<file path="config.mk">
export PLATFORM = sky130hd
export DESIGN_NAME = sflash_seq
export DESIGN_NICKNAME = d
export VERILOG_FILES = /design/src/rtl/sflash_seq.sv
export SDC_FILE = /design/constraint.sdc
export NUM_CORES = 1
export LEC_CHECK = 0
export BUFFER_PORTS_ARGS = -buffer_cell sky130_fd_sc_hd__buf_2
export CAP_MARGIN = 10
export CELL_PAD_IN_SITES_DETAIL_PLACEMENT = 0
export CELL_PAD_IN_SITES_GLOBAL_PLACEMENT = 1
export CORE_ASPECT_RATIO = 1.75
export CORE_MARGIN = 8
export CORE_UTILIZATION = 34
export CTS_BUF_LIST = sky130_fd_sc_hd__clkbuf_8 sky130_fd_sc_hd__clkbuf_16
export DETAILED_ROUTE_END_ITERATION = 7
export PLACE_DENSITY_LB_ADDON = 0.1
export SLEW_MARGIN = 0
export SYNTH_ARGS = -nofsm -noshare
export SYNTH_HDL_FRONTEND = slang
export SYNTH_SLANG_ARGS = --single-unit
</file>
<file path="constraint.sdc">
create_clock -name clk -period 1.45 [get_ports clk]
set_input_delay 0.29 -clock clk [delete_from_list [all_inputs] [get_ports clk]]
set_output_delay 0.29 -clock clk [all_outputs]
set_load 0.02 [all_outputs]
</file>
<file path="src/rtl/sflash_seq.sv">
module sflash_seq #(
  parameter int BANK_W  = 2,
  parameter int ROW_W   = 12,
  parameter int COL_W   = 8,
  parameter int DATA_W  = 16,
  parameter int CAS_LAT = 2,
  parameter int TRCD    = 2,
  localparam int HADDR_W = BANK_W + ROW_W + COL_W
) (
  input  logic               clk,
  input  logic               rst_n,
  input  logic               req_valid,
  input  logic               req_write,
  input  logic [HADDR_W-1:0] req_addr,
  input  logic [DATA_W-1:0]  req_wdata,
  output logic               busy,
  output logic               done,
  output logic [7:0]         status,
  output logic               sf_cs_n,
  output logic               sf_ras_n,
  output logic               sf_cas_n,
  output logic               sf_we_n,
  output logic [BANK_W-1:0]  sf_ba,
  output logic [ROW_W-1:0]   sf_a,
  output logic [DATA_W-1:0]  sf_dq_out,
  output logic               sf_dq_oe,
  input  logic [7:0]         sf_stat_in
);

  localparam logic [7:0] OP_PROG = 8'h40;
  localparam logic [7:0] OP_STAT = 8'h70;
  localparam int CNT_W = $clog2(TRCD + CAS_LAT + 1);

  typedef enum logic [2:0] {S_IDLE, S_LCR, S_ACT, S_RCD, S_ACC, S_LAT} st_t;

  st_t               st;
  logic [CNT_W-1:0]  cnt;
  logic              op_wr;
  logic [BANK_W-1:0] op_bank;
  logic [ROW_W-1:0]  op_row;
  logic [COL_W-1:0]  op_col;
  logic [DATA_W-1:0] op_data;
  logic [2:0]        cmd;

  always_ff @(posedge clk or negedge rst_n) begin
    if (!rst_n) begin
      st      <= S_IDLE;
      cnt     <= '0;
      done    <= 1'b0;
      status  <= '0;
      op_wr   <= 1'b0;
      op_bank <= '0;
      op_row  <= '0;
      op_col  <= '0;
      op_data <= '0;
    end else begin
      done <= 1'b0;
      unique case (st)
        S_IDLE: if (req_valid) begin
          op_wr   <= req_write;
          {op_bank, op_row, op_col} <= req_addr;
          op_data <= req_wdata;
          st      <= S_LCR;
        end
        S_LCR: st <= S_ACT;
        S_ACT: if (TRCD > 1) begin
          cnt <= CNT_W'(TRCD - 2);
          st  <= S_RCD;
        end else begin
          st  <= S_ACC;
        end
        S_RCD: if (cnt == '0) st <= S_ACC;
               else cnt <= cnt - 1'b1;
        S_ACC: if (op_wr) begin
          done <= 1'b1;
          st   <= S_IDLE;
        end else begin
          cnt <= CNT_W'(CAS_LAT - 1);
          st  <= S_LAT;
        end
        S_LAT: if (cnt == '0) begin
          status <= sf_stat_in;
          done   <= 1'b1;
          st     <= S_IDLE;
        end else begin
          cnt <= cnt - 1'b1;
        end
        default: st <= S_IDLE;
      endcase
    end
  end

  always_comb begin
    unique case (st)
      S_LCR:   cmd = 3'b000;
      S_ACT:   cmd = 3'b011;
      S_ACC:   cmd = op_wr ? 3'b100 : 3'b101;
      default: cmd = 3'b111;
    endcase
  end

  always_comb begin
    unique case (st)
      S_LCR:   sf_a = {op_row[ROW_W-1:8], op_wr ? OP_PROG : OP_STAT};
      S_ACT:   sf_a = op_row;
      S_ACC:   sf_a = ROW_W'(op_col);
      default: sf_a = '0;
    endcase
  end

  assign busy      = (st != S_IDLE);
  assign sf_cs_n   = !busy;
  assign {sf_ras_n, sf_cas_n, sf_we_n} = cmd;
  assign sf_ba     = busy ? op_bank : '0;
  assign sf_dq_oe  = (st == S_ACC) && op_wr;
  assign sf_dq_out = sf_dq_oe ? op_data : '0;

endmodule


</file>
# Yosys cells after proc, flatten, opt, wreduce, memory -nomap -nowiden
# Index checks and enable logic that the tools add are counted.
[word_totals]
ff_bits = 54
input_bits = 50
output_inout_bits = 45
wordCells = 48
[op_classes]
n_addsub = 1
eq_ne = 10
n_mux = 17
reduce_logical = 11
[ops]
columns = ["cell", "n"]
rows = [
  ["$pmux 12 s3", 1],
  ["$mux 3", 6],
  ["$pmux 3 s3", 2],
  ["$pmux 3 s6", 1],
  ["$mux 16", 1],
  ["$ne 2x2->1 const B", 5],
  ["$eq 3x2->1 const B", 2],
  ["$eq 3x3->1 const B", 2],
  ["$logic_not 3->1", 2],
  ["$mux 6", 1],
  ["$reduce_and 3->1", 2],
  ["$reduce_bool 3->1", 2],
  ["$reduce_and 2->1", 2],
  ["$eq 3x1->1 const B", 1],
  ["$mux 1", 3],
  ["$sub 3x1->3 const B", 1],
  ["$mux 2", 1],
  ["$pmux 1 s2", 1],
  ["$reduce_or 2->1", 1],
  ["$logic_and 1x1->1", 1],
  ["$logic_not 1->1", 1],
]

# Logic depth before layout (Yosys ltp)
[depth]
depth_word = 4
mapped_depth = 7
depth_no_buf = 6

# Worst setup path before layout
# OpenSTA, ideal clock, no wires.
[synth_path]
kind = "reg-to-output"
start = "register st[0]"
end = "output port sf_dq_out[10]"
arrival_time_ns = 1.518
required_time_ns = 1.160
slack_ns = -0.358
path_stages_with_launch = 7
path_buffers = 3
cell_sequence = "dfrtp_1 -> buf_4 -> nor2_1 -> and3_1 -> buf_2 -> clkbuf_1 -> and2_1"
[synth_between]
elab_chain_cells = 3
[synth_rtl]
columns = ["element", "line_no", "source"]
rows = [
  ["from (decl)", "36", "st_t st;"],
  ["from (signal assigned)", "47", "st <= S_IDLE;"],
  ["from (signal assigned)", "63", "st <= S_LCR;"],
  ["from (signal assigned)", "65", "S_LCR: st <= S_ACT;"],
  ["$eq 3x3->1", "115", "assign sf_dq_oe = (st == S_ACC) && op_wr;"],
  ["$logic_and 1x1->1", "115", ""],
  ["via sf_dq_oe", "26", "output logic sf_dq_oe,"],
  ["$mux 16", "116", "assign sf_dq_out = sf_dq_oe ? op_data : '0;"],
  ["to (decl)", "25", "output logic [DATA_W-1:0] sf_dq_out,"],
]
# The timed path passes the listed nets, and every way through them passes these cells.

# Worst setup path after layout
[layout_path]
start = "register st[0]"
end = "register op_bank[1]"
[layout_between]
elab_chain_cells = 2
[layout_rtl]
columns = ["element", "line_no", "source"]
rows = [
  ["$logic_not 3->1", "58", "unique case (st)"],
  ["$reduce_and 2->1 (no line)", "-", ""],
  ["to (signal assigned)", "61", "{op_bank, op_row, op_col} <= req_addr;"],
  ["to (decl)", "39", "logic [BANK_W-1:0] op_bank;"],
]
# Every way passes these cells.
# A chain may end at the register's enable or synchronous reset.

==> out/qor.txt <==
crit-path max FO = 7
Setup CP Type = reg2reg
DRC viols = 0
CTS sink cnt = 54
CP Capture Type = flip-flop
failing checks = setup timing
status = finished, violations left
initial antenna violation count = 0
RSZ-0062 raised after global routing = true
Worst Path Arrival = 2030 ps
total CTS buffers = 5
Pwr Density = 2235 nW/um2
Skew-Pair Late Insertion Delay = 290 ps
Avg WL per Cell = 17.34 um
via/cell ratio = 4.744
sw power = 0.003363 W
max cap viols = 0
cell area after synthesis = 2537 um2
Clk Tree Root Cell = clkbuf_16
H-tree depth = 2
EDFF count, synth = 0
Synthesized Nets = 258
Reg2Reg Depth = 8
Ports = 95
crit start category = flip-flop
syn avg cell area = 12.32 um2
final setup vio count = 84
asr flop ratio synth = 1.000
Final period util = 1.279
design area = 4313 um2
largest net degree at the start of global routing = 55
crit path launch = st[0]
vias in the first global route = 2,223
Core Footprint = 7233 um2
Die Span Y = 130.3 um
final clock skew = 2.068 ps
Setup WS pre-CTS = -202.4 ps
maximum VDD drop = 0.001324 V
min Tclk post-route = 1854 ps
drt pass-1 iters = 3
Comb power frac = 0.590
synth-to-layout area growth = 69.97%
reg2reg end = op_bank[1]
relative slew slack = 0.8002
initial DRC count = 31
min-delay worst type = in2reg
final wirelength = 7510 um
number of fill cells = 601
Pleak = 2.124 nW
switch share = 0.3489
first-pass GRT wire length = 11,030 um
global route overflow = 0
max frequency = 0.5393 GHz
Synthesis Warnings = 0
final worst slack = -404.4 ps
critical path capture point = op_bank[1]
die area = 10,590 um2
CP required = 1630 ps
final hold violations = 0
Max Buffers Root-to-Sink = 2
number of routed nets with antenna violations = 0
r2r setup slk = -400 ps
# diodes = 0
num rows = 41
WHS = 223.2 ps
Synth Instances = 206
CTS tree = done
Tot Pwr = 0.009641 W
Pint = 0.006277 W
fraction of layout cells with a size suffix above 1 = 0.7349
routed vias = 2,054
RR Startpoint = st[0]
port bufs = 94
DP HPWL = 4804 um
fin nets = 398
Clock transition at path regs = 70 ps
Unique masters post-synth = 34
Pins Over Slew Limit = 0
clock share of power = 0.126
Starting Density = 0.3508
sequential cell area fraction in the yosys report = 0.5325
gr usage total = 0.1351
Die X = 81.31 um
worst-margin pin slew = 299.7 ps
DP Area = 3402 um2
Seq pwr share = 0.284
Synth Register Bits = 54
Top FF cell, synth = dfrtp_1
placer congestion estimate = 0.7688
-- power groups by stage --
stage | clock, W | sequential, W | combinational, W
after floorplan | 0 | 0.00273 | 0.00246
after global placement | 0 | 0.00268 | 0.00388
after detailed placement | 0 | 0.00271 | 0.00391
after CTS | 0.00127 | 0.00271 | 0.00512
after global routing | 0.00132 | 0.00284 | 0.00611
final | 0.00121 | 0.00274 | 0.00569
-- kinds of logic after synthesis --
family / synth area share
multiplexers: 0.2130
AO/OA/AOI/OAI: 0.06903
buffers and inverters: 0.04487
AND/OR/NAND/NOR: 0.1272
XOR/XNOR: 0.003452
adder cells (fa/ha/maj): 0.009860
flip-flops: 0.5325
-- registers in the layout, indices dropped and copies added (netlist names) --
signal   flops
cnt          3
done         1
op_bank      2
op_col       8
op_data     16
op_row      12
op_wr        1
st           3
status       8
-- stage by stage --
stage	TNS, ps	std cells	utilization
3_5_place_dp	-10640	404	0.4703
3_3_place_gp	-10900	404	0.4703
2_1_floorplan	-10530	206	-
4_1_cts	-22410	428	0.5670
5_1_grt	-30250	433	0.5963
6_report	-24870	433	0.5963
-- cells in the mapped netlist (all sizes together), types with 2 or more instances --
cell,number,area share
o21ai,7,0.014
nand2,4,0.0059
buf,10,0.032
nor3,2,0.0084
and3,3,0.0074
ha,2,0.0099
a21oi,7,0.014
or2,2,0.0049
nor2,12,0.021
and2,20,0.049
a211oi,2,0.0059
nor2b,9,0.022
clkbuf,3,0.0044
inv,6,0.0089
a22oi,5,0.015
dfrtp,54,0.53
mux2,48,0.21
-- per-layer routing --
layer | routed length [um] | vias up | global-route usage
li1 | - | 984 | -
met1 | 2840 | 1006 | 0.1469
met2 | 4074 | 53 | 0.2339
met3 | 422 | 11 | 0.03650
met4 | 172 | 0 | 0.06243
met5 | 0 | - | 0
-- worst min-delay path by stage --
stage | endpoint | start | slack, ps | cells past startpoint
2_1_floorplan | cnt[0] | rst_n | -6 | 0
3_3_place_gp | op_data[14] | rst_n | 320 | 2
3_5_place_dp | op_data[14] | rst_n | 310 | 2
4_1_cts | op_data[2] | req_wdata[2] | 200 | 2
5_1_grt | op_data[14] | req_wdata[14] | 220 | 2
6_report | status[7] | sf_stat_in[7] | 220 | 2
-- area by class of cell --
cell class                      count  area [um2]  share of cell area
Multi-Input combinational cell    133        1441              0.3342
Tap cell                           86       107.6             0.02495
Clock inverter                      2       12.51            0.002901
Inverter                            6       22.52            0.005222
Sequential cell                    54        1355              0.3142
Clock buffer                        6       138.9             0.03220
Timing Repair Buffer              146        1235              0.2863
-- cells in the final DEF (no fill, tap or decap), types with 2 or more instances in the layout --
| master | n |
|---|---|
| nor2_2 | 8 |
| a21oi_2 | 4 |
| clkbuf_16 | 7 |
| dfrtp_2 | 3 |
| and2_1 | 8 |
| buf_8 | 2 |
| and2_4 | 12 |
| buf_4 | 30 |
| and3_4 | 2 |
| o21ai_2 | 2 |
| a21oi_1 | 3 |
| o21ai_1 | 3 |
| nor2b_1 | 3 |
| nor2_4 | 2 |
| buf_6 | 45 |
| nor2_1 | 2 |
| nor2b_4 | 5 |
| o21ai_0 | 2 |
| a22oi_1 | 4 |
| inv_2 | 4 |
| buf_12 | 4 |
| buf_2 | 61 |
| nand2_1 | 4 |
| mux2_4 | 48 |
| inv_1 | 2 |
| dfrtp_1 | 51 |
-- critical path: stages (launching register included) --
cell and delay, ps:
dfrtp_2 450, buf_6 140, nor3_4 220, inv_2 80
nor2_4 170, buf_6 150, buf_6 100, buf_16 130
mux2_4 300
-- what timing repair did --
item / in CTS / in global routing
hold buffers: 1 / 0
cloned: 2 / 2
pin swaps: 8 / 10
endpoints found under the hold margin: 22 / 0
setup buffers: 13 / 5
endpoints found under the setup margin: 86 / 87
resized for setup: 115 / 43
Note: power is estimated with default switching activity, not from simulation.
